### src/rtl/supsv_pkg.sv
package supsv_pkg;
  // hold-off / pulse length in ticks for a select code
  function automatic int unsigned hold_ticks(int unsigned base, logic [1:0] sel);
    return base << sel;
  endfunction
endpackage

### src/rtl/supsv_sync.sv
module supsv_sync #(
  parameter int W      = 1,
  parameter int STAGES = 2
) (
  input  logic         clk_i,
  input  logic         rst_ni,
  input  logic [W-1:0] d_i,
  output logic [W-1:0] q_o
);
  logic [STAGES-1:0][W-1:0] stg;

  always_ff @(posedge clk_i or negedge rst_ni) begin
    if (!rst_ni) begin
      stg <= '0;
    end else begin
      stg[0] <= d_i;
      for (int i = 1; i < STAGES; i++) stg[i] <= stg[i-1];
    end
  end

  assign q_o = stg[STAGES-1];
endmodule

### src/rtl/supsv_hold.sv
module supsv_hold #(
  parameter int unsigned BASE_TICKS = 50
) (
  input  logic       clk_i,
  input  logic       rst_ni,
  input  logic       tick_i,
  input  logic       req_i,
  input  logic [1:0] tsel_i,
  output logic       active_o
);
  localparam int unsigned MAX_T = supsv_pkg::hold_ticks(BASE_TICKS, 2'd3);
  localparam int CNT_W = $clog2(MAX_T + 1);

  logic [CNT_W-1:0] cnt, last;

  assign last = CNT_W'(supsv_pkg::hold_ticks(BASE_TICKS, tsel_i) - 1);

  always_ff @(posedge clk_i or negedge rst_ni) begin
    if (!rst_ni) begin
      active_o <= 1'b1;
      cnt      <= '0;
    end else if (req_i) begin
      active_o <= 1'b1;
      cnt      <= '0;
    end else if (active_o && tick_i) begin
      // >= so a shortened select mid-count still releases
      if (cnt >= last) begin
        active_o <= 1'b0;
        cnt      <= '0;
      end else begin
        cnt <= cnt + CNT_W'(1);
      end
    end
  end

  AST_REQ_HOLDS: assert property (@(posedge clk_i) disable iff (!rst_ni)
    req_i |=> active_o);
  AST_RELEASE_NO_REQ: assert property (@(posedge clk_i) disable iff (!rst_ni)
    $fell(active_o) |-> !$past(req_i));
  AST_NO_TICK_NO_RELEASE: assert property (@(posedge clk_i) disable iff (!rst_ni)
    (active_o && !tick_i) |=> active_o);
endmodule

### src/rtl/supsv_wdog.sv
module supsv_wdog #(
  parameter int unsigned WD_TICKS = 1200
) (
  input  logic clk_i,
  input  logic rst_ni,
  input  logic tick_i,
  input  logic en_i,
  input  logic strobe_i,
  input  logic clr_i,
  output logic expire_o
);
  localparam int WD_W = $clog2(WD_TICKS + 1);

  logic [WD_W-1:0] cnt;
  logic            strobe_q;
  logic            kick;

  assign kick = strobe_i ^ strobe_q;

  always_ff @(posedge clk_i or negedge rst_ni) begin
    if (!rst_ni) begin
      cnt      <= '0;
      strobe_q <= 1'b0;
      expire_o <= 1'b0;
    end else begin
      strobe_q <= strobe_i;
      expire_o <= 1'b0;
      if (!en_i || clr_i || kick) begin
        cnt <= '0;
      end else if (tick_i) begin
        if (cnt == WD_W'(WD_TICKS - 1)) begin
          cnt      <= '0;
          expire_o <= 1'b1;
        end else begin
          cnt <= cnt + WD_W'(1);
        end
      end
    end
  end

  AST_WD_SINGLE_PULSE: assert property (@(posedge clk_i) disable iff (!rst_ni)
    expire_o |=> !expire_o);
  AST_WD_DISABLED: assert property (@(posedge clk_i) disable iff (!rst_ni)
    !en_i |=> !expire_o);
  AST_WD_CLEARED: assert property (@(posedge clk_i) disable iff (!rst_ni)
    clr_i |=> !expire_o);
  AST_WD_ON_TICK: assert property (@(posedge clk_i) disable iff (!rst_ni)
    $rose(expire_o) |-> $past(tick_i));
endmodule

### src/rtl/supply_supervisor.sv
module supply_supervisor #(
  parameter int          N_SUP       = 3,
  parameter int          SYNC_STAGES = 2,
  parameter int unsigned BASE_TICKS  = 50,
  parameter int unsigned WD_TICKS    = 1200,
  parameter bit          RST_ACT_LOW = 1'b1
) (
  input  logic             clk_i,
  input  logic             rst_ni,
  input  logic             tick_i,
  input  logic [N_SUP-1:0] supply_ok_i,
  input  logic             pwr_ok_i,
  input  logic             wd_strobe_i,
  input  logic             wd_enable_i,
  input  logic             man_rst_i,
  input  logic [1:0]       tsel_i,
  output logic             sys_rst_o,
  output logic             pwr_fail_no
);
  localparam int RAW_W = N_SUP + 4;

  logic [RAW_W-1:0] raw, syn;
  logic [N_SUP-1:0] sup_s;
  logic             pok_s, strobe_s, en_s, man_s;
  logic             wd_expire, active, hold_req;

  assign raw = {man_rst_i, wd_enable_i, wd_strobe_i, pwr_ok_i, supply_ok_i};

  supsv_sync #(.W(RAW_W), .STAGES(SYNC_STAGES)) u_sync (
    .clk_i, .rst_ni, .d_i(raw), .q_o(syn)
  );

  assign sup_s    = syn[N_SUP-1:0];
  assign pok_s    = syn[N_SUP];
  assign strobe_s = syn[N_SUP+1];
  assign en_s     = syn[N_SUP+2];
  assign man_s    = syn[N_SUP+3];

  assign hold_req = ~&sup_s | man_s | wd_expire;

  supsv_hold #(.BASE_TICKS(BASE_TICKS)) u_hold (
    .clk_i, .rst_ni, .tick_i,
    .req_i(hold_req), .tsel_i, .active_o(active)
  );

  supsv_wdog #(.WD_TICKS(WD_TICKS)) u_wdog (
    .clk_i, .rst_ni, .tick_i,
    .en_i(en_s), .strobe_i(strobe_s), .clr_i(active | man_s),
    .expire_o(wd_expire)
  );

  generate
    if (RST_ACT_LOW) begin : g_act_low
      assign sys_rst_o = ~active;
    end else begin : g_act_high
      assign sys_rst_o = active;
    end
  endgenerate

  assign pwr_fail_no = pok_s;

  AST_RELEASE_ALL_GOOD: assert property (@(posedge clk_i) disable iff (!rst_ni)
    $fell(active) |-> $past(&sup_s));
  AST_MAN_HOLDS: assert property (@(posedge clk_i) disable iff (!rst_ni)
    man_s |=> active);
endmodule

### config.mk
export PLATFORM = sky130hd
export DESIGN_NAME = supply_supervisor
export DESIGN_NICKNAME = d
export VERILOG_FILES = /design/src/rtl/supsv_pkg.sv /design/src/rtl/supsv_sync.sv /design/src/rtl/supsv_hold.sv /design/src/rtl/supsv_wdog.sv /design/src/rtl/supply_supervisor.sv
export SDC_FILE = /design/constraint.sdc
export NUM_CORES = 1
export LEC_CHECK = 0
export ABC_AREA = 1
export CAP_MARGIN = 5
export CORE_ASPECT_RATIO = 1.5
export CORE_MARGIN = 5
export CORE_UTILIZATION = 31
export DETAILED_ROUTE_END_ITERATION = 8
export GPL_ROUTABILITY_DRIVEN = 0
export SLEW_MARGIN = 20
export SYNTH_ARGS = -nofsm -noshare
export SYNTH_HDL_FRONTEND = slang
export SYNTH_HIERARCHICAL = 1
export SYNTH_SLANG_ARGS = --single-unit
### constraint.sdc
create_clock -name clk_i -period 1.95 [get_ports clk_i]
set_clock_uncertainty 0.1 [all_clocks]
set_input_delay 0.2925 -clock clk_i [delete_from_list [all_inputs] [get_ports clk_i]]
set_output_delay 0.2925 -clock clk_i [all_outputs]
set_load 0.02 [all_outputs]
==> flow_metrics.env, run 1 <==
export IMPL_result_of_the_run="finished clean"
export IMPL_cts_made_buffers=5
export IMPL_drc_errors=0
export IMPL_path_clk_slew_ns=0.08
export IMPL_worstReg2RegEnd="u_hold/active_o"
export IMPL_floorplan_rows=36
export IMPL_netlist_cell_type_count=29
export IMPL_critPathCapture="sys_rst_o"
export IMPL_final_setup_tns_ns=0
export IMPL_synth_area_leader_cell="dfrtp_1"
export IMPL_finalWorstSetupSlack_ns=0.133
export IMPL_start_util=0.316
export IMPL_post_synth_most_frequent_cells="nand2_1, dfrtp_1, nor2_1, inv_1, nand3_1"
export IMPL_synth_top_cell_area_share=0.439
export IMPL_worst_slew_pin_transition_ns=0.482
export IMPL_clock_insertion_delay_at_the_later_pin_of_the_skew_report_ns=0.29
export IMPL_routed_wl_um=3770
export IMPL_fillerInstances=693
export IMPL_grt_util_overall=0.102
export IMPL_first_global_vias=1529
export IMPL_grt_setup_unrepaired="false"
export IMPL_max_capacitance_violation_count=0
export IMPL_critPathArrivalTime_ns=1.42
export IMPL_dieHeight_um=110
export IMPL_slew_margin_rel=0.678
export IMPL_swShare=0.250
export IMPL_ios=14
export IMPL_synthesis_area_mm2=0.00205
export IMPL_pin_count_of_the_biggest_net_entering_global_routing=38
export IMPL_pwr_per_cell_area_mw_per_mm2=604
export IMPL_die_w_um=76.4
export IMPL_power_frac_seq=0.545
export IMPL_leakagePower_nw=1.13
export IMPL_area_growth_synth_to_final_pct=17.0
export IMPL_critical_path_max_fanout=4
export IMPL_numPlacedInstances=328
export IMPL_tritoncts="yes"
export IMPL_clock_sinks=37
export IMPL_worstSetupEndpointType="primary output"
export IMPL_setup_worst_path_start="u_hold/active_o"
export IMPL_die_area_mm2=0.00838
export IMPL_final_max_slew_violation_count=0
export IMPL_synth_seq_cells=37
export IMPL_finalCritPeriodShare=0.932
export IMPL_num_nets_final=287
export IMPL_power_switching_mw=0.363
export IMPL_finalPower_mw=1.45
export IMPL_cells_on_worst_reg2reg_path=11
export IMPL_grt_antenna_before_repair=0
export IMPL_yosysMostFrequentCell="nand2_1"
export IMPL_layout_cells_non_filler=339
export IMPL_synth_edff_count=0
export IMPL_io_buffer_count=13
export IMPL_ant_nets=0
export IMPL_grt_first_pass_wirelength_um=6870
export IMPL_synth_async_sr_flop_share=1.00
export IMPL_routed_wire_length_per_instance_um=11.1
export IMPL_seq_area_frac_synth=0.452
export IMPL_drt_first_iter_violations=70
export IMPL_timing_hold_violations_final=0
export IMPL_dpl_instance_area_mm2=0.00224
export IMPL_core_area_mm2=0.00649
export IMPL_htreeDepth=2
export IMPL_synth_net_count=268
export IMPL_peakVddDrop_mv=0.408
export IMPL_area_contributors_post_synth="dfrtp_1, nand2_1, ha_1, nor2_1, inv_1"
export IMPL_ys_warnings_count=6
export IMPL_firstDrtPassIters=4
export IMPL_post_synth_inst_count=243
export IMPL_design_area_mm2=0.00240
export IMPL_cp_start_kind="register"
export IMPL_timing_rr_start="u_hold/cnt[2]"
export IMPL_dr_total_vias=1539
export IMPL_place_hpwl_um=2820
export IMPL_finalCriticalPeriod_ns=1.82
export IMPL_cts_root_buf="clkbuf_8"
export IMPL_timing_fmax_mhz=550
export IMPL_cp_data_required_time_ns=1.56
export IMPL_setup_viol_count_final=0
export IMPL_comb_power_share=0.069
export IMPL_timing_setup_critical_path_class="register to primary output"
export IMPL_worst_hold_path_type="register to register"
export IMPL_share_clk_of_total_power=0.387
export IMPL_timing_hold_ws_ns=0.254
export IMPL_power_internal_mw=1.09
export IMPL_cts_root_to_sink_buffers=2
export IMPL_post_route_cells_drive_above_1_share=0.194
export IMPL_final_core_util=0.370
export IMPL_route_detailed_vias_per_inst=4.54
export IMPL_antennaDiodeCount=0
export IMPL_postSynth_topFlopCell="dfrtp_1"
export IMPL_dp_worst_setup_slack_ns=-0.328
export IMPL_regToRegSetupSlack_ns=0.28
export IMPL_synth_area_per_cell_um2=8.44
export IMPL_global_route_overflow_total=0
==> kinds of logic (layout without fill, tap and decap cells) <==
family / count (synthesis) / in the layout / share of synthesized area
compound gates: 13 / 13 / 0.0329
xor+xnor: 3 / 3 / 0.0128
fa+ha+maj: 13 / 13 / 0.0793
buf+inv: 41 / 61 / 0.0921
flops: 37 / 37 / 0.452
simple gates: 136 / 136 / 0.331
==> power groups by stage <==
stage | Sequential [mW] | Combinational (mW) | Clock [mW]
finish | 0.790 | 0.0996 | 0.561
global route | 0.792 | 0.115 | 0.629
CTS | 0.791 | 0.0978 | 0.591
detailed placement | 0.806 | 0.0920 | 0
global placement | 0.806 | 0.0902 | 0
floorplan | 0.804 | 0.0475 | 0
==> critical path, stage by stage, from the launching register on <==
cell	delay [ns]
dfstp_2	0.57
inv_1	0.04
clkdlybuf4s50_1	0.53
==> registers in the layout, summed over array words and instances (netlist names) <==
register and count:
u_wdog/cnt 11, u_hold/active_o 1, u_sync/stg 7, u_sync/q_o 7
u_hold/cnt 9, u_wdog/expire_o 1, u_wdog/strobe_q 1
==> area by class of cell <==
cell class / instances / area, um^2 / share of cell area
Clock buffer: 5 / 68.8 / 0.0287
Multi-Input combinational cell: 165 / 975 / 0.406
Sequential cell: 37 / 927 / 0.386
Tap cell: 76 / 95.1 / 0.0396
Timing Repair Buffer: 20 / 185 / 0.0771
Clock inverter: 3 / 25.0 / 0.0104
Inverter: 33 / 125 / 0.0521
==> layout by cell type (no fill, tap or decap), drive strengths merged <==
master         instances
a21oi                  9
or2                    2
xnor2                  2
clkinvlp               1
nor3                   7
clkinv                 3
clkbuf                 5
inv                   32
o21bai                 1
dlygate4sd3            1
dlymetal6s2s           2
ha                    13
nand2                 65
buf                    7
dfstp                  1
nor2                  38
o21ai                  3
nand3                 18
xor2                   1
nand4                  6
dfrtp                 36
clkdlybuf4s50         10
==> how the worst min path moves through the flow <==
stage | start | end | slack (ns) | cells past startpoint
finish | u_sync/stg[0] | u_sync/q_o[0] | 0.25 | 0
CTS | u_sync/stg[0] | u_sync/q_o[0] | 0.26 | 0
floorplan | rst_ni | u_hold/cnt[0] | -0.10 | 0
detailed placement | u_sync/stg[0] | u_sync/q_o[0] | 0.24 | 0
global placement | u_sync/stg[0] | u_sync/q_o[0] | 0.23 | 0
global route | u_sync/stg[2] | u_sync/q_o[2] | 0.26 | 0
==> what timing repair did <==
action	in CTS	in global routing
buffers inserted	1	1
gates resized for setup	3	7
hold buffers	1	0
endpoints found under the hold margin	36	0
setup endpoints to repair	1	9
pin swaps	5	7
==> metal layers <==
layer / GRT usage / wire length [um]
met1: 0.110 / 1460
met2: 0.185 / 2090
met3: 0.0238 / 123
met4: 0.0525 / 101
met5: 0 / 0
(Power assumes the default switching activity.)
==> inputs of run 2 (changes only) <==
--- a/config.mk
+++ b/config.mk
@@ -12,6 +12,7 @@
 export CORE_UTILIZATION = 31
 export DETAILED_ROUTE_END_ITERATION = 8
 export GPL_ROUTABILITY_DRIVEN = 0
+export SETUP_SLACK_MARGIN = 0.5
 export SLEW_MARGIN = 20
 export SYNTH_ARGS = -nofsm -noshare
 export SYNTH_HDL_FRONTEND = slang
==> flow_metrics.env, run 2 (same netlist as run 1, synthesis figures left out) <==
export IMPL_place_hpwl_um=2940
export IMPL_dr_total_vias=1670
export IMPL_timing_fmax_mhz=630
export IMPL_cp_cell_sequence="ha_1 > nand2_2 > nor2_1 > nor2_1 > nand2_2 > nand2_4 > nand2_2 > nor2_2"
export IMPL_registers_top_by_ff_count="u_wdog/cnt"
export IMPL_critPathMaxStageDelay_ns=0.41
export IMPL_final_core_util=0.440
export IMPL_power_frac_seq=0.535
export IMPL_comb_power_share=0.084
export IMPL_multi_input_logic_area_mm2=0.00119
export IMPL_cp_data_required_time_ns=2.08
export IMPL_result_of_the_run="finished clean"
export IMPL_pin_count_of_the_biggest_net_entering_global_routing=21
export IMPL_finalCriticalPeriod_ns=1.59
export IMPL_reg_largest_list="u_wdog/cnt (11), u_hold/cnt (9)"
export IMPL_firstDrtPassIters=4
export IMPL_mostFrequentLayoutCells="nand2_1, dfrtp_1, nor2_1"
export IMPL_floorplan_rows=36
export IMPL_routed_wl_um=4370
export IMPL_global_route_overflow_total=0
export IMPL_max_capacitance_violation_count=0
export IMPL_clock_insertion_delay_at_the_later_pin_of_the_skew_report_ns=0.29
export IMPL_share_clk_of_total_power=0.381
export IMPL_critPathArrivalTime_ns=1.72
export IMPL_first_global_vias=1639
export IMPL_post_route_cells_drive_above_1_share=0.431
export IMPL_peakVddDrop_mv=0.375
export IMPL_routed_wire_length_per_instance_um=12.2
export IMPL_clock_sinks=37
export IMPL_setup_viol_count_final=0
export IMPL_layout_commonest_cell="nand2_1"
export IMPL_swShare=0.254
export IMPL_timing_setup_critical_path_class="register to register"
export IMPL_slew_margin_rel=0.699
export IMPL_num_nets_final=307
export IMPL_timing_critical_path_slowest_stage_cell="dfrtp_1"
export IMPL_layout_cells_non_filler=359
export IMPL_power_switching_mw=0.375
export IMPL_worst_hold_path_type="register to register"
export IMPL_drt_first_iter_violations=52
export IMPL_critical_path_max_fanout=5
export IMPL_core_area_mm2=0.00649
export IMPL_grt_util_overall=0.107
export IMPL_antennaDiodeCount=0
export IMPL_start_util=0.316
export IMPL_die_area_mm2=0.00838
export IMPL_path_clk_slew_ns=0.08
export IMPL_final_max_slew_violation_count=0
export IMPL_cp_start_kind="register"
export IMPL_grt_antenna_before_repair=0
export IMPL_dieHeight_um=110
export IMPL_htreeDepth=2
export IMPL_die_w_um=76.4
export IMPL_largest_register_ff_count=11
export IMPL_area_growth_synth_to_final_pct=39.0
export IMPL_io_buffer_count=13
export IMPL_leakagePower_nw=1.28
export IMPL_worst_slew_pin_transition_ns=0.451
export IMPL_grt_first_pass_wirelength_um=7120
export IMPL_timing_hold_violations_final=0
export IMPL_cts_root_to_sink_buffers=2
export IMPL_numPlacedInstances=327
export IMPL_critPathTopFamily="simple AND/OR/NAND/NOR gates"
export IMPL_power_internal_mw=1.10
export IMPL_fillerInstances=667
export IMPL_drc_errors=0
export IMPL_final_setup_tns_ns=0
export IMPL_timing_hold_ws_ns=0.248
export IMPL_finalCritPeriodShare=0.814
export IMPL_cts_root_buf="clkbuf_8"
export IMPL_ant_nets=0
export IMPL_tritoncts="yes"
export IMPL_ff_latch_area_um2=931
export IMPL_cts_made_buffers=5
export IMPL_grt_setup_unrepaired="true"
export IMPL_cp_common_cell="nand2_2"
export IMPL_critPathBufInv=0
export IMPL_worstSetupEndpointType="register"
export IMPL_ios=14
export IMPL_pwr_per_cell_area_mw_per_mm2=517
export IMPL_route_detailed_vias_per_inst=4.65
## run 2: cell count changes in the layout (fill, tap and decap cells not counted), sizes merged
cell,previous run,this run
dlymetal6s2s,2,0
inv,32,33
clkinv,3,2
clkbuf,5,6
clkdlybuf4s50,10,8
buf,7,29
dlygate4sd2,0,1
## run 2: what timing repair did
| action | CTS | global route |
|---|---|---|
| endpoints found under the setup margin | 23 | 22 |
| setup buffers | 16 | 6 |
| endpoints found under the hold margin | 18 | 0 |
| pin swaps | 25 | 31 |
| gates resized for setup | 37 | 47 |
| cloned | 1 | 0 |
| hold buffers | 1 | 0 |
## run 2: area by class of cell
cell class                      count  area share
Inverter                           33      0.0544
Sequential cell                    37       0.326
Timing Repair Buffer               40       0.137
Clock inverter                      3     0.00877
Multi-Input combinational cell    165       0.416
Tap cell                           76      0.0333
Clock buffer                        5      0.0241
## run 2: final timing paths
kind	from	end	slack [ns]	cells after the start
setup / recovery	u_hold/cnt[8]	u_hold/cnt[7]	0.36	8
setup reg to reg	u_hold/cnt[8]	u_hold/cnt[7]	0.36	8
max in group asynchronous	rst_ni	u_hold/cnt[2]	0.91	3
hold / removal	u_sync/stg[4]	u_sync/q_o[4]	0.25	0
min in group asynchronous	rst_ni	u_wdog/cnt[10]	0.37	2
hold reg to reg	u_sync/stg[4]	u_sync/q_o[4]	0.25	0
## run 2: stage by stage
| step | worst slack, ns | power [mW] | cell area (um^2) |
|---|---|---|---|
| final | 0.362 | 1.48 | 2850 |
| after global routing | 0.276 | 1.55 | 2850 |
| after CTS | 0.372 | 1.49 | 2670 |
| after detailed placement | -0.411 | 0.912 | 2320 |
| after global placement | -0.350 | 0.910 | 2320 |
| after floorplan | 0.368 | 0.860 | 2120 |
## run 2: power by group through the flow
stage	clock network, mW	logic [mW]	registers (mW)
2_1_floorplan	0	0.0561	0.804
3_3_place_gp	0	0.104	0.806
3_5_place_dp	0	0.106	0.806
4_1_cts	0.588	0.116	0.790
5_1_grt	0.618	0.139	0.792
6_report	0.562	0.124	0.790
## run 2: routing by layer
layer / share of wire / GRT usage
met5: 0 / 0
met4: 0.030 / 0.0538
met3: 0.031 / 0.0238
met2: 0.57 / 0.214
met1: 0.37 / 0.0999
==> inputs of run 3 (changes only) <==
==> constraint.sdc (replaced) <==
create_clock -name clk_i -period 1.5 [get_ports clk_i]
set_clock_uncertainty 0.1 [all_clocks]
set_input_delay 0.225 -clock clk_i [delete_from_list [all_inputs] [get_ports clk_i]]
set_output_delay 0.225 -clock clk_i [all_outputs]
set_load 0.02 [all_outputs]
==> flow_metrics.env, run 3 (same netlist as run 1, synthesis figures left out) <==
export IMPL_result_of_the_run="finished, violations left"
export IMPL_failed_checks="hold timing, setup timing"
export IMPL_layout_commonest_cell="nand2_1"
export IMPL_registers_top_by_ff_count="u_wdog/cnt"
export IMPL_largest_register_ff_count=11
export IMPL_timing_setup_critical_path_class="register to register"
export IMPL_critical_path_max_fanout=5
export IMPL_leakagePower_nw=1.28
export IMPL_cts_made_buffers=5
export IMPL_layout_cells_non_filler=362
export IMPL_grt_first_pass_wirelength_um=7470
export IMPL_num_nets_final=310
export IMPL_numPlacedInstances=342
export IMPL_timing_fmax_mhz=642
export IMPL_critPathArrivalTime_ns=1.63
export IMPL_reg_largest_list="u_wdog/cnt (11), u_hold/cnt (9)"
export IMPL_ant_nets=0
export IMPL_core_area_mm2=0.00649
export IMPL_multi_input_logic_area_mm2=0.00120
export IMPL_grt_setup_unrepaired="true"
export IMPL_fillerInstances=633
export IMPL_firstDrtPassIters=4
export IMPL_antennaDiodeCount=0
export IMPL_dieHeight_um=110
export IMPL_setup_viol_count_final=13
export IMPL_dp_worst_setup_slack_ns=-0.801
export IMPL_timing_hold_violations_final=14
export IMPL_tritoncts="yes"
export IMPL_die_w_um=76.4
export IMPL_ff_latch_area_um2=930
export IMPL_worst_hold_path_type="primary input to async pin"
export IMPL_grt_util_overall=0.112
export IMPL_finalCriticalPeriod_ns=1.56
export IMPL_first_global_vias=1766
export IMPL_pwr_per_cell_area_mw_per_mm2=667
export IMPL_ios=14
export IMPL_cts_root_to_sink_buffers=2
export IMPL_worst_slew_pin_transition_ns=0.434
export IMPL_place_hpwl_um=3150
export IMPL_floorplan_rows=36
export IMPL_global_route_overflow_total=0
export IMPL_final_max_slew_violation_count=0
export IMPL_drt_first_iter_violations=53
export IMPL_cp_start_kind="register"
export IMPL_cells_on_worst_reg2reg_path=8
export IMPL_cts_root_buf="clkbuf_8"
export IMPL_dr_total_vias=1710
export IMPL_route_detailed_vias_per_inst=4.72
export IMPL_post_route_cells_drive_above_1_share=0.448
export IMPL_area_growth_synth_to_final_pct=39.5
export IMPL_clock_sinks=37
export IMPL_path_clk_slew_ns=0.08
export IMPL_die_area_mm2=0.00838
export IMPL_htreeDepth=2
export IMPL_mostFrequentLayoutCells="nand2_1, dfrtp_1, inv_1"
export IMPL_peakVddDrop_mv=0.571
export IMPL_start_util=0.316
export IMPL_drc_errors=0
export IMPL_routed_wl_um=4540
export IMPL_clock_insertion_delay_at_the_later_pin_of_the_skew_report_ns=0.29
export IMPL_slew_margin_rel=0.711
export IMPL_worstSetupEndpointType="register"
export IMPL_routed_wire_length_per_instance_um=12.5
export IMPL_max_capacitance_violation_count=0
export IMPL_io_buffer_count=13
export IMPL_pin_count_of_the_biggest_net_entering_global_routing=18
export IMPL_finalCritPeriodShare=1.04
export IMPL_grt_antenna_before_repair=0
export IMPL_timing_hold_ws_ns=-0.233
export IMPL_finalWorstSetupSlack_ns=-0.0569
export IMPL_cp_data_required_time_ns=1.57
-- run 3: cell types whose count changed in the layout (fill, tap and decap cells not counted), moves of 2 or more --
cell / change
buf_6: +5
nor2_1: -4
nand3_2: +3
nor2_2: +3
clkinv_2: +2
nand2_1: +2
nand2_4: -2
nand3_4: -2
-- run 3: area by class of cell --
cell class / instances / area share
inverters: 33 / 0.0538
repair buffers: 42 / 0.138
clock buffers: 5 / 0.0240
multi-input cells: 166 / 0.419
well taps: 76 / 0.0332
clock inverters: 3 / 0.00743
flip-flops and latches: 37 / 0.325
-- run 3: worst paths after layout --
| kind | startpoint | to | slack [ns] |
|---|---|---|---|
| setup / recovery | u_hold/cnt[8] | u_hold/cnt[6] | -0.06 |
| hold / removal | rst_ni | u_wdog/cnt[3] | -0.23 |
| setup reg to reg | u_hold/cnt[8] | u_hold/cnt[6] | -0.06 |
| hold reg to reg | u_sync/stg[1] | u_sync/q_o[1] | 0.25 |
| max in group asynchronous | rst_ni | u_hold/cnt[6] | 1.05 |
| min in group clk_i | u_sync/stg[1] | u_sync/q_o[1] | 0.25 |
-- run 3: worst max-delay path, cell delays in order (launching register included) --
cell and delay, ns:
dfrtp_1 0.42, ha_1 0.34, nand2_2 0.08, nor2_2 0.15, nand2_4 0.08, nand2_4 0.10
nand2_8 0.08, inv_6 0.07, nor2_2 0.03
-- run 3: metrics by stage --
stage / total power, mW / cell area [um^2] / TNS, ns / utilization
2_1_floorplan: 1.12 / 2140 / -0.0222 / -
3_3_place_gp: 1.19 / 2460 / -8.24 / 0.379
3_5_place_dp: 1.19 / 2460 / -8.78 / 0.379
4_1_cts: 1.94 / 2710 / -0.574 / 0.417
5_1_grt: 2.00 / 2860 / -2.02 / 0.441
6_report: 1.91 / 2860 / -0.435 / 0.441
-- run 3: layer usage --
metal | GRT usage | routed length [um]
met1 | 0.108 | 1690
met2 | 0.211 | 2520
met3 | 0.0238 | 145
met4 | 0.0750 | 186
met5 | 0 | 0
-- run 3: report_power, final --
part	internal, mW	switching, mW	leakage [nW]
Sequential	1.02	0.00836	0.475
Clock	0.330	0.380	0.0445
Combinational	0.0779	0.0955	0.764
-- run 3: repair_timing --
action,in CTS,in global routing
gates cloned,1,0
resized for setup,47,36
pin swaps,21,18
setup buffers,5,6
setup endpoints to repair,24,24
hold endpoints to repair,14,14
